File: src/rtl/uart_tx_pkg.sv
`timescale 1ns/1ps
package uart_tx_pkg;

    localparam int OVS             = 16;
    localparam int PH_W            = $clog2(OVS);
    localparam int DMAX            = 8;
    localparam int FRAME_MAX       = 1 + DMAX + 1 + 2;
    localparam int NB_W            = $clog2(FRAME_MAX + 1);
    localparam int IDLE_XFER_TICK  = 4;
    localparam int TC_TICK         = OVS - 5;
    localparam int GATE_TICK       = OVS - 4;
    localparam int CHAIN_XFER_TICK = OVS - 1;

    typedef enum logic [1:0] {
        WLEN5 = 2'd0,
        WLEN6 = 2'd1,
        WLEN7 = 2'd2,
        WLEN8 = 2'd3
    } wlen_e;

    typedef struct packed {
        wlen_e wlen;
        logic  par_en;
        logic  par_odd;
        logic  two_stop;
    } fmt_t;

    typedef struct packed {
        logic [FRAME_MAX-1:0] bits;
        logic [NB_W-1:0]      nbits;
    } frame_t;

    function automatic int data_len(wlen_e w);
        return 5 + int'(w);
    endfunction

    // Bit 0 goes out first; unused upper positions stay high (stop level).
    function automatic frame_t build_frame(logic [DMAX-1:0] d, fmt_t f);
        frame_t fr;
        int     pos;
        int     nd;
        logic   par;
        fr.bits = '1;
        fr.bits[0] = 1'b0;
        pos = 1;
        nd  = data_len(f.wlen);
        par = f.par_odd;
        for (int i = 0; i < DMAX; i++) begin
            if (i < nd) begin
                fr.bits[pos] = d[i];
                par = par ^ d[i];
                pos = pos + 1;
            end
        end
        if (f.par_en) begin
            fr.bits[pos] = par;
            pos = pos + 1;
        end
        pos = pos + (f.two_stop ? 2 : 1);
        fr.nbits = NB_W'(pos);
        return fr;
    endfunction

endpackage

File: src/rtl/uart_tx_holdbuf.sv
`timescale 1ns/1ps
module uart_tx_holdbuf #(
    parameter int DW = 8
) (
    input  logic          clk,
    input  logic          rst,
    input  logic          wr_en,
    input  logic [DW-1:0] wr_data,
    input  logic          take,
    output logic [DW-1:0] data_q,
    output logic          full_q
);

    always_ff @(posedge clk) begin
        if (rst) begin
            data_q <= '0;
            full_q <= 1'b0;
        end else begin
            if (wr_en) begin
                data_q <= wr_data;
                full_q <= 1'b1;
            end else if (take) begin
                full_q <= 1'b0;
            end
        end
    end

    a_r3_write_fills: assert property (@(posedge clk) disable iff (rst)
        wr_en |=> full_q);

    a_r9_write_wins_take: assert property (@(posedge clk) disable iff (rst)
        (wr_en && take) |=> (full_q && data_q == $past(wr_data)));

endmodule

File: src/rtl/uart_tx_launch.sv
`timescale 1ns/1ps
module uart_tx_launch
    import uart_tx_pkg::*;
(
    input  logic clk,
    input  logic rst,
    input  logic tick,
    input  logic wr_en,
    input  logic cts_n,
    input  logic buf_full,
    input  logic busy,
    output logic fire
);

    localparam int CW = $clog2(IDLE_XFER_TICK);

    logic [CW-1:0] cnt_q;
    logic          hold;

    assign hold = wr_en || cts_n || busy || !buf_full;
    assign fire = tick && !hold && (cnt_q == CW'(IDLE_XFER_TICK - 1));

    always_ff @(posedge clk) begin
        if (rst || hold) begin
            cnt_q <= '0;
        end else if (tick) begin
            cnt_q <= (cnt_q == CW'(IDLE_XFER_TICK - 1)) ? '0 : cnt_q + 1'b1;
        end
    end

    a_r6_no_fire_without_cts: assert property (@(posedge clk) disable iff (rst)
        $past(cts_n) |-> !fire || (cnt_q == '0 && IDLE_XFER_TICK == 1));

endmodule

File: src/rtl/uart_tx_shifter.sv
`timescale 1ns/1ps
module uart_tx_shifter
    import uart_tx_pkg::*;
(
    input  logic   clk,
    input  logic   rst,
    input  logic   tick,
    input  logic   load,
    input  frame_t load_frame,
    output logic   txd,
    output logic   busy,
    output logic   mark_tc,
    output logic   mark_gate,
    output logic   mark_xfer
);

    logic                 active_q;
    logic                 pend_q;
    frame_t               pend_f;
    logic [FRAME_MAX-1:0] sh_q;
    logic [NB_W-1:0]      left_q;
    logic [PH_W-1:0]      ph_q;

    logic bit_end, last_bit, frame_end, launch, last_tick;

    assign last_bit  = (left_q == '0);
    assign bit_end   = active_q && tick && (ph_q == PH_W'(OVS - 1));
    assign frame_end = bit_end && last_bit;
    assign launch    = pend_q && tick && (!active_q || frame_end);
    assign last_tick = active_q && last_bit && tick;

    assign mark_tc   = last_tick && (ph_q == PH_W'(TC_TICK - 1));
    assign mark_gate = last_tick && (ph_q == PH_W'(GATE_TICK - 1));
    assign mark_xfer = last_tick && (ph_q == PH_W'(CHAIN_XFER_TICK - 1));

    assign txd  = active_q ? sh_q[0] : 1'b1;
    assign busy = active_q || pend_q;

    always_ff @(posedge clk) begin
        if (rst) begin
            pend_q <= 1'b0;
            pend_f <= '0;
        end else if (load) begin
            pend_q <= 1'b1;
            pend_f <= load_frame;
        end else if (launch) begin
            pend_q <= 1'b0;
        end
    end

    always_ff @(posedge clk) begin
        if (rst) begin
            active_q <= 1'b0;
            sh_q     <= '1;
            left_q   <= '0;
            ph_q     <= '0;
        end else if (launch) begin
            active_q <= 1'b1;
            sh_q     <= pend_f.bits;
            left_q   <= pend_f.nbits - 1'b1;
            ph_q     <= '0;
        end else if (frame_end) begin
            active_q <= 1'b0;
            ph_q     <= '0;
        end else if (active_q && tick) begin
            ph_q <= (ph_q == PH_W'(OVS - 1)) ? '0 : ph_q + 1'b1;
            if (bit_end) begin
                sh_q   <= {1'b1, sh_q[FRAME_MAX-1:1]};
                left_q <= left_q - 1'b1;
            end
        end
    end

    a_r2_start_low: assert property (@(posedge clk) disable iff (rst)
        launch |=> (txd == 1'b0));

    a_r2_line_moves_on_tick: assert property (@(posedge clk) disable iff (rst)
        !$stable(txd) |-> $past(tick));

    a_r4_no_load_while_pending: assert property (@(posedge clk) disable iff (rst)
        pend_q |-> !load);

endmodule

File: src/rtl/uart_tx_dbuf.sv
`timescale 1ns/1ps
module uart_tx_dbuf
    import uart_tx_pkg::*;
(
    input  logic            clk,
    input  logic            rst,
    input  logic            baud_tick,
    input  logic            wr_en,
    input  logic [DMAX-1:0] wr_data,
    input  logic [1:0]      fmt_wlen,
    input  logic            par_en,
    input  logic            par_odd,
    input  logic            two_stop,
    input  logic            cts_n,
    output logic            txd,
    output logic            buf_empty,
    output logic            tc_pulse
);

    logic [DMAX-1:0] buf_data;
    logic            buf_full;
    logic            take;
    logic            idle_fire;
    logic            sh_busy;
    logic            mark_tc, mark_gate, mark_xfer;
    logic            chain_q;
    logic            tc_q;
    fmt_t            fmt;
    frame_t          next_frame;

    assign fmt.wlen     = wlen_e'(fmt_wlen);
    assign fmt.par_en   = par_en;
    assign fmt.par_odd  = par_odd;
    assign fmt.two_stop = two_stop;
    assign next_frame   = build_frame(buf_data, fmt);

    assign take = idle_fire || (mark_xfer && chain_q);

    uart_tx_holdbuf #(.DW(DMAX)) hold_i (
        .clk     (clk),
        .rst     (rst),
        .wr_en   (wr_en),
        .wr_data (wr_data),
        .take    (take),
        .data_q  (buf_data),
        .full_q  (buf_full)
    );

    uart_tx_launch launch_i (
        .clk      (clk),
        .rst      (rst),
        .tick     (baud_tick),
        .wr_en    (wr_en),
        .cts_n    (cts_n),
        .buf_full (buf_full),
        .busy     (sh_busy),
        .fire     (idle_fire)
    );

    uart_tx_shifter shift_i (
        .clk        (clk),
        .rst        (rst),
        .tick       (baud_tick),
        .load       (take),
        .load_frame (next_frame),
        .txd        (txd),
        .busy       (sh_busy),
        .mark_tc    (mark_tc),
        .mark_gate  (mark_gate),
        .mark_xfer  (mark_xfer)
    );

    // Chaining decision is frozen at the gate tick of the last stop bit.
    always_ff @(posedge clk) begin
        if (rst) begin
            chain_q <= 1'b0;
        end else if (mark_xfer) begin
            chain_q <= 1'b0;
        end else if (mark_gate) begin
            chain_q <= buf_full && !cts_n;
        end
    end

    always_ff @(posedge clk) begin
        if (rst) tc_q <= 1'b0;
        else     tc_q <= mark_tc && !buf_full;
    end

    assign buf_empty = !buf_full;
    assign tc_pulse  = tc_q;

    a_r4_empty_rises_on_tick: assert property (@(posedge clk) disable iff (rst)
        $rose(buf_empty) |-> $past(baud_tick));

    a_r6_cts_holds_buffer: assert property (@(posedge clk) disable iff (rst)
        (cts_n && !buf_empty && !sh_busy) |=> !buf_empty);

    a_r8_tc_single_cycle: assert property (@(posedge clk) disable iff (rst)
        tc_pulse |=> !tc_pulse);

    a_r8_tc_on_tick: assert property (@(posedge clk) disable iff (rst)
        tc_pulse |-> $past(baud_tick));

endmodule

File: config.mk
export PLATFORM = sky130hd
export DESIGN_NAME = uart_tx_dbuf
export DESIGN_NICKNAME = d
export VERILOG_FILES = /design/src/rtl/uart_tx_pkg.sv /design/src/rtl/uart_tx_holdbuf.sv /design/src/rtl/uart_tx_launch.sv /design/src/rtl/uart_tx_shifter.sv /design/src/rtl/uart_tx_dbuf.sv
export SDC_FILE = /design/constraint.sdc
export NUM_CORES = 1
export LEC_CHECK = 0
export ABC_AREA = 0
export BUFFER_PORTS_ARGS = -buffer_cell sky130_fd_sc_hd__buf_2
export CAP_MARGIN = 40
export CORE_MARGIN = 1.5
export CORE_UTILIZATION = 55
export DETAILED_ROUTE_END_ITERATION = 12
export PLACE_DENSITY = 0.71
export RECOVER_POWER = 100
export SLEW_MARGIN = 20
export SYNTH_ARGS = -nofsm -noshare
export SYNTH_HDL_FRONTEND = slang
export SYNTH_SLANG_ARGS = --single-unit
File: constraint.sdc
create_clock -name clk -period 6 [get_ports clk]
set_input_delay 1.2 -clock clk [delete_from_list [all_inputs] [get_ports clk]]
set_output_delay 1.2 -clock clk [all_outputs]
set_load 0.02 [all_outputs]
======== Word-level counts from Yosys, hierarchy flattened ========
Index checks and enable logic that the tools add are counted.
word-level totals
  output and inout port bits .............. 3
  word-level logic and storage cells ...... 175
  bits in registers ....................... 51
operators by class
  add/sub/neg operators ................... 14
  reduce and logical (&&, ||, !) cells .... 43
  bitwise gates (word level) .............. 8
  magnitude comparators ................... 24
  equality and inequality tests ........... 6
  mux-type cells .......................... 68
operators with widths
  operator                 count
  $ge A32 B1 Y1 const B    8
  $lt A32 B6 Y1 const B    8
  $add A32 B2 Y32 const B  7
  $mux W32                 7
  $mux W12                 12
  $bwmux W12               8
  $demux W1 S4             8
  $mux W1                  24
  $mux W4                  6
  $logic_and A1 B1 Y1      23
  $eq A4 B4 Y1 const B     4
  $lt A3 B4 Y1 const A     4
  $reduce_bool A2 Y1       5
  $lt A1 B4 Y1 const A     2
  $lt A2 B4 Y1 const A     2
  $sub A4 B1 Y4 const B    2
  $xor A1 B1 Y1            8
  $logic_or A1 B1 Y1       7
  $mux W2                  3
  $add A3 B2 Y4 const A    1
  $add A4 B1 Y4 const B    1
  $add A4 B2 Y4 const B    1
  $add A4 B3 Y4            1
  $logic_not A1 Y1         4
  7 further kinds          7

======== Depth between registers and ports, before layout ========
Gate-level depths: netlist of the first run.
  depth in word-level cells ............... 23
  depth in mapped cells ................... 11

======== Modules after synthesis ========
From an unflattened synthesis of the first run, not the netlist that was laid out.
second synthesis, totals
  cell total of the unflattened synthesis .. 336
  area, all modules ....................... 2926.6 um2
by module, submodules not included
  module           area each (um2)  cells each  instances  sequential area each (um2)
  uart_tx_shifter  1730.4           193         1          760.7
  uart_tx_dbuf     763.2            102         1          40.0
  uart_tx_holdbuf  321.6            30          1          180.2
  uart_tx_launch   111.4            11          1          40.0

======== Worst setup path after synthesis of the first run ========
No wires, ideal clock.
  kind .................................... input-to-reg
  from .................................... in fmt_wlen[0]
  to ...................................... reg shift_i.pend_f[3] (netlist name)
  stages on the path ...................... 11
  data required time ...................... 5.868 ns
  arrival time ............................ 3.179 ns
  path buffers ............................ 1
  path slack .............................. 2.689 ns
  cell sequence ........................... inv_1 -> ha_1 -> clkbuf_1 -> nor3_1 -> a21oi_1 -> ha_1 -> a21oi_1 -> or4b_2 -> a31oi_1 -> a311o_1 -> a21oi_1
on the way
  cells in the longest elaborated chain, start to end .. 20
RTL lines
  element               RTL line               text
  start, declared       uart_tx_dbuf.sv:10     input logic [1:0] fmt_wlen,
  $add A3 B2 Y4 (*)     uart_tx_pkg.sv:34      return 5 + int'(w);
  $lt A1 B4 Y1          uart_tx_pkg.sv:49      if (i < nd) begin
  $mux W2               uart_tx_pkg.sv:49
  $add A32 B2 Y32       uart_tx_pkg.sv:52      pos = pos + 1;
  $mux W32              uart_tx_pkg.sv:49
  $add A32 B2 Y32       uart_tx_pkg.sv:52
  $mux W32              uart_tx_pkg.sv:49
  $add A32 B2 Y32       uart_tx_pkg.sv:52
  (+4 left out)         -
  $mux W32              uart_tx_pkg.sv:49
  $add A32 B2 Y32       uart_tx_pkg.sv:52
  $mux W32              uart_tx_pkg.sv:49
  $add A32 B2 Y32       uart_tx_pkg.sv:52
  $mux W32 (*)          uart_tx_pkg.sv:49
  $add A4 B2 Y4         uart_tx_pkg.sv:57      pos = pos + 1;
  $mux W4 (*)           uart_tx_pkg.sv:55      if (f.par_en) begin
  $add A4 B3 Y4 (*)     uart_tx_pkg.sv:59      pos = pos + (f.two_stop ? 2 : 1);
  end signal, assigned  uart_tx_shifter.sv:45  pend_f <= load_frame;
  end, declared         uart_tx_shifter.sv:19  frame_t pend_f;
Mark *: on every way between the ends. The rest lies on a longest branch, timed or not.
A chain may end at the register's enable or synchronous reset.

======== Worst setup path after layout of the first run ========
Same ends and word-level chain as after synthesis.

==> impl_metrics.json, run 1 <==
{
  "outcome": "finished, violations left",
  "violations": "capacitance limit, slew limit",
  "cts_root_buffer": "clkbuf_8",
  "seqPwrFrac_pct": 55.7,
  "period_share_pct": 58.7,
  "finalNonFillerCells": 394,
  "worstHoldStart": "shift_i.sh_q[0]",
  "clk_latency_ns": 0.30,
  "worst_slew_pin_slew_ns": 1.98,
  "drv_slew": 45,
  "synth_edf_count": 0,
  "combPwrFrac_pct": 12.4,
  "coreArea_sq_um": 4750,
  "worstReg2RegStart": "shift_i.left_q[0]",
  "worstRegToRegCells": 7,
  "tns_ns": 0,
  "layout_common_cells": "51 x dfxtp_1, 49 x nand2_1, 31 x nor2_1, 22 x a21oi_1, 16 x mux2i_1",
  "p_leak_nw": 1.16,
  "ant_nets": 0,
  "cts_tree": "yes",
  "crit_slowest_cell": "or4b_2",
  "crit_chain": "clkbuf_1, inv_1, ha_1, nor3_1, a21oi_1, ha_1, a21oi_1, or4b_2, a31oi_1, a311o_1, a21oi_1",
  "power_w": 0.000620,
  "synth_nets": 353,
  "finalHoldViolCount": 0,
  "routed_wl_mm": 5.61,
  "finalWorstPathRequiredPeriod_ns": 3.52,
  "peakVddDrop_uv": 148,
  "min_path_type": "flip-flop to flip-flop",
  "grt_overflow": 0,
  "crit_type": "input pin to flip-flop",
  "p_sw_share_pct": 26.6,
  "drt_iter0_markers": 143,
  "rsz0062_at_grt": "false",
  "synth.largest_area_cell": "dfxtp_1",
  "clockPowerShare_pct": 31.9,
  "fp-row-count": 25,
  "routedWlPerCell_microns": 14.2,
  "multi_input_area_sq_um": 1570,
  "utilization_pct": 60.9,
  "setup_violations": 0,
  "antenna_found_initial": 0,
  "layout.nets": 359,
  "synth_area_leaders": "dfxtp_1 37%, nand2_1 6.7%, ha_1 6.4%, mux2i_1 5.8%, nor2_1 4.2%",
  "cts_sinks": 51,
  "ys.flop_type": "dfxtp_1",
  "drive_gt1_share_pct": 7.95,
  "worstReg2RegEnd": "shift_i.left_q[1]",
  "diodes": 0,
  "fill_cells": 455,
  "drc_errors": 0,
  "dp_cells": 386,
  "viasPerCell": 5.71,
  "postCtsSetupBuffers": 0,
  "port_buffers": 20,
  "synth_top_cell_area_share_pct": 37.2,
  "relSlewSlack_pct": -31.8,
  "crit_fanout": 11,
  "cpPeakStageDelay_ns": 0.61,
  "grt_max_degree": 45,
  "synth_area_per_cell_sq_um": 8.57,
  "end_kind": "flip-flop",
  "p_per_area_nw_per_um2": 214,
  "syn_to_final_growth_pct": 5.56,
  "cts_buffers": 5,
  "holdWs_ns": 0.447,
  "place.gp.congestion": 0.881,
  "vias": 2248,
  "ctsResizeCount": 0,
  "cp-start-kind": "input pin",
  "path_clk_slew_ns": 0.09,
  "die_h_microns": 73.6,
  "async_flop_share_pct": 0,
  "grt.total_usage_pct": 22.5,
  "r2r_slack_ns": 3.50,
  "die_width_microns": 73.6,
  "grt_pass1_wl_mm": 9.52,
  "drv_cap": 1,
  "initial_core_util_pct": 57.7,
  "ioPinCount": 21,
  "syn_area_sq_um": 2740,
  "grt_pass1_vias": 2038,
  "ys_seq_area_share_pct": 37.2,
  "switchingPower_w": 0.000165,
  "die_area_sq_um": 5420,
  "cts_buffer_depth": 2,
  "dpl.hpwl_mm": 3.98,
  "cpMostUsedCell": "a21oi_1",
  "whs_path_depth": 2,
  "cts.hold.buffers_added": 0,
  "cp.required_ns": 6.10,
  "cp.arrival_ns": 3.62,
  "intPower_w": 0.000455,
  "synth_seq_cells": 51,
  "mostFrequentLayoutCell": "dfxtp_1",
  "syn_inst": 320,
  "skew_ns": 0.00525,
  "min_to": "shift_i.sh_q[0]",
  "seq_area_sq_um": 1020,
  "fmax_ghz": 0.284,
  "cts_htree_levels": 2,
  "firstDrtPassIters": 4,
  "yosys_warnings": 0,
  "ys_types": 52
}
## power by group through the flow
stage          Clock (W)  Combinational [W]  Sequential, W
2_1_floorplan          0          0.0000576       0.000352
3_3_place_gp           0          0.0000772       0.000354
3_5_place_dp           0          0.0000767       0.000354
4_1_cts         0.000200          0.0000772       0.000346
5_1_grt         0.000215          0.0000859       0.000347
6_report        0.000198          0.0000767       0.000346
## cell usage after synthesis (all sizes together) (5+ instances only)
cell / number
a21oi: 22
a221oi: 11
buf: 7
clkbuf: 14
dfxtp: 51
ha: 14
inv: 11
mux2i: 16
nand2: 49
nand3: 7
nor2: 32
nor3: 9
o21ai: 10
xnor2: 7
xor2: 5
## kinds of logic after synthesis
| kind of cell | count (synthesis) | synth area share [%] |
|---|---|---|
| mux | 16 | 5.84 |
| compound gates | 70 | 18.1 |
| simple gates | 123 | 21.6 |
| buf+inv | 32 | 5.38 |
| flops | 51 | 37.2 |
| xor+xnor | 13 | 4.70 |
| fa+ha+maj | 15 | 7.11 |
## layer usage
metal	wire (microns)	up-vias	track usage [%]	part of all wire (%)
li1	-	1152	-	-
met1	2810	1027	31.6	50
met2	2490	60	35.0	44
met3	243	9	4.66	4.3
met4	67	0	6.17	1.2
met5	0	-	0	0
## state kept, by name (all words and copies together) (netlist names), 2 cells and up
signal,cells
hold_i.data_q,8
launch_i.cnt_q,2
shift_i.ph_q,4
shift_i.sh_q,12
shift_i.pend_f,16
shift_i.left_q,4
## worst max-delay path, delay by kind of cell
kind / cells / cell delay [ns]
simple gates: 2 / 0.82
buf+inv: 2 / 0.39
fa+ha+maj: 2 / 0.64
compound gates: 5 / 0.57
## cell type report
class,instances,area share (%)
multi-input cells,237,54.3
flip-flops and latches,51,35.2
repair buffers,20,3.15
well taps,67,2.89
clock buffers,6,2.51
inverters,11,1.43
clock inverters,2,0.432
## how the worst max path moves through the flow
stage	cells past startpoint	start	slack, ns	to
after floorplan	11	fmt_wlen[0]	2.69	shift_i.pend_f[3]
after global placement	11	fmt_wlen[0]	2.44	shift_i.pend_f[3]
after detailed placement	11	fmt_wlen[0]	2.38	shift_i.pend_f[3]
after CTS	11	fmt_wlen[0]	2.69	shift_i.pend_f[3]
after global routing	11	fmt_wlen[0]	2.29	shift_i.pend_f[3]
final	11	fmt_wlen[0]	2.48	shift_i.pend_f[3]
## through the flow
stage               instance area (sq um)  setup slack, ns
floorplan                            2740             2.69
global placement                     2820             2.44
detailed placement                   2820             2.38
CTS                                  2910             2.69
global route                         2900             2.29
finish                               2900             2.48
(Power assumes the default switching activity.)
==> run 2: changes to the inputs <==
CORE_UTILIZATION = 54   (was 55)
PLACE_DENSITY = 0.73   (was 0.71)
clock period = 3.1 ns   (was 6 ns; I/O delays follow)
==> impl_metrics.json, run 2 (synthesis gave the netlist of run 1 again) <==
{
  "grt_max_degree": 45,
  "worst_slew_pin_slew_ns": 1.92,
  "whs_path_depth": 2,
  "grt.total_usage_pct": 22.6,
  "cts_buffer_depth": 2,
  "cp-start-kind": "input pin",
  "worstHoldStart": "shift_i.sh_q[0]",
  "postCtsSetupBuffers": 0,
  "crit_fanout": 6,
  "top_regs": "shift_i.pend_f x16, shift_i.sh_q x12, hold_i.data_q x8",
  "crit_chain": "buf_2, inv_1, ha_1, nor2_1, nor3_1, a21oi_1, ha_1, a21oi_1, or4b_2, a31oi_1, a311o_1, a21oi_1",
  "routedWlPerCell_microns": 14.3,
  "cts_buffers": 5,
  "peakVddDrop_uv": 227,
  "mostFrequentLayoutCell": "dfxtp_1",
  "relSlewSlack_pct": -28.2,
  "place.gp.congestion": 0.860,
  "end_kind": "flip-flop",
  "cts_root_buffer": "clkbuf_8",
  "drv_cap": 1,
  "violations": "capacitance limit, slew limit",
  "top_register": "shift_i.pend_f",
  "period_share_pct": 88.3,
  "rsz0062_at_grt": "false",
  "cts_tree": "yes",
  "drv_slew": 45,
  "finalHoldViolCount": 0,
  "outcome": "finished, violations left",
  "intPower_w": 0.000988,
  "ioPinCount": 21,
  "cts.hold.buffers_added": 0,
  "switchingPower_w": 0.000312,
  "setup_violations": 0,
  "dpl.hpwl_mm": 4.00,
  "path_clk_slew_ns": 0.09,
  "clk_latency_ns": 0.30,
  "clockPowerShare_pct": 36.8,
  "drc_errors": 0,
  "syn_to_final_growth_pct": 7.57,
  "die_area_sq_um": 5520,
  "fmax_ghz": 0.365,
  "p_sw_share_pct": 24.0,
  "cts_sinks": 51,
  "tns_ns": 0,
  "place_ws_ns": 0.103,
  "layout_common_cells": "51 x dfxtp_1, 49 x nand2_1, 32 x nor2_1, 22 x a21oi_1",
  "port_buffers": 20,
  "cpPeakStageDelay_ns": 0.61,
  "layout.nets": 364,
  "drive_gt1_share_pct": 10.2,
  "largest_reg_flops": 16,
  "min_to": "shift_i.sh_q[0]",
  "diodes": 0,
  "grt_pass1_vias": 2080,
  "initial_core_util_pct": 57.0,
  "vias": 2248,
  "worstReg2RegEnd": "shift_i.left_q[2]",
  "firstDrtPassIters": 4,
  "grt_pass1_wl_mm": 9.73,
  "die_width_microns": 74.3,
  "r2r_slack_ns": 0.55,
  "cp.arrival_ns": 2.84,
  "routed_wl_mm": 5.70,
  "coreArea_sq_um": 4820,
  "antenna_found_initial": 0,
  "cts_htree_levels": 2,
  "worstRegToRegCells": 8,
  "min_path_type": "flip-flop to flip-flop",
  "finalWorstPathRequiredPeriod_ns": 2.74,
  "drt_iter0_markers": 100,
  "grt_overflow": 0,
  "crit_slowest_cell": "or4b_2",
  "combPwrFrac_pct": 11.8,
  "crit_type": "input pin to flip-flop",
  "skew_ns": 0.00721,
  "p_per_area_nw_per_um2": 441,
  "fin_area_sq_um": 2950,
  "worst_slack_ns": 0.363,
  "placed_area_sq_um": 2860,
  "viasPerCell": 5.63,
  "cpMostUsedCell": "a21oi_1",
  "seqPwrFrac_pct": 51.4,
  "die_h_microns": 74.3,
  "cp.required_ns": 3.20,
  "p_leak_nw": 1.22,
  "worstReg2RegStart": "shift_i.left_q[0]",
  "ant_nets": 0,
  "ctsResizeCount": 0,
  "fp-row-count": 25
}
==> run 2: how the worst max path moves through the flow <==
stage / startpoint / endpoint / slack [ns] / depth (start not counted)
CTS: fmt_wlen[0] / shift_i.pend_f[3] / 0.43 / 12
global route: fmt_wlen[0] / shift_i.pend_f[3] / 0.15 / 12
finish: fmt_wlen[0] / shift_i.pend_f[3] / 0.36 / 12
global placement: fmt_wlen[0] / shift_i.pend_f[3] / 0.22 / 12
detailed placement: fmt_wlen[0] / shift_i.pend_f[3] / 0.10 / 12
floorplan: fmt_wlen[0] / shift_i.pend_f[3] / 0.37 / 11
==> run 2: final cells by class <==
type | instances | area, sq um
Timing Repair Buffer | 25 | 133
Multi-Input combinational cell | 237 | 1560
Tap cell | 67 | 83.8
Inverter | 11 | 41.3
Fill cell | 460 | 1870
Clock buffer | 6 | 82.6
Sequential cell | 51 | 1020
Clock inverter | 2 | 35.0
==> run 2: metal layers <==
metal | vias up | GRT usage [%] | part of all wire (%)
met5 | - | 0 | 0
met4 | 0 | 6.67 | 1.1
met3 | 8 | 3.66 | 3.7
met2 | 49 | 38.1 | 47
met1 | 1030 | 30.0 | 49
li1 | 1161 | - | -
==> run 2: worst max-delay path: cells and delay by family <==
| kind | cells | cell delay (ns) |
|---|---|---|
| compound gates | 5 | 0.67 |
| simple gates | 3 | 0.85 |
| fa+ha+maj | 2 | 0.43 |
| buf+inv | 2 | 0.27 |
==> run 2: power by group through the flow <==
| stage | Clock (W) | Combinational (W) | Sequential (W) |
|---|---|---|---|
| detailed placement | 0 | 0.000153 | 0.000684 |
| global route | 0.000512 | 0.000171 | 0.000670 |
| floorplan | 0 | 0.000112 | 0.000682 |
| finish | 0.000478 | 0.000153 | 0.000669 |
| CTS | 0.000488 | 0.000154 | 0.000669 |
| global placement | 0 | 0.000150 | 0.000684 |
==> run 2: through the flow <==
stage / power [W] / cells / util (%) / hold slack, ns
after floorplan: 0.000794 / 320 / - / 0.414
after global placement: 0.000834 / 391 / 59.4 / 0.427
after detailed placement: 0.000837 / 391 / 59.4 / 0.433
after CTS: 0.00131 / 399 / 61.8 / 0.446
after global routing: 0.00135 / 399 / 61.3 / 0.451
final: 0.00130 / 399 / 61.3 / 0.444
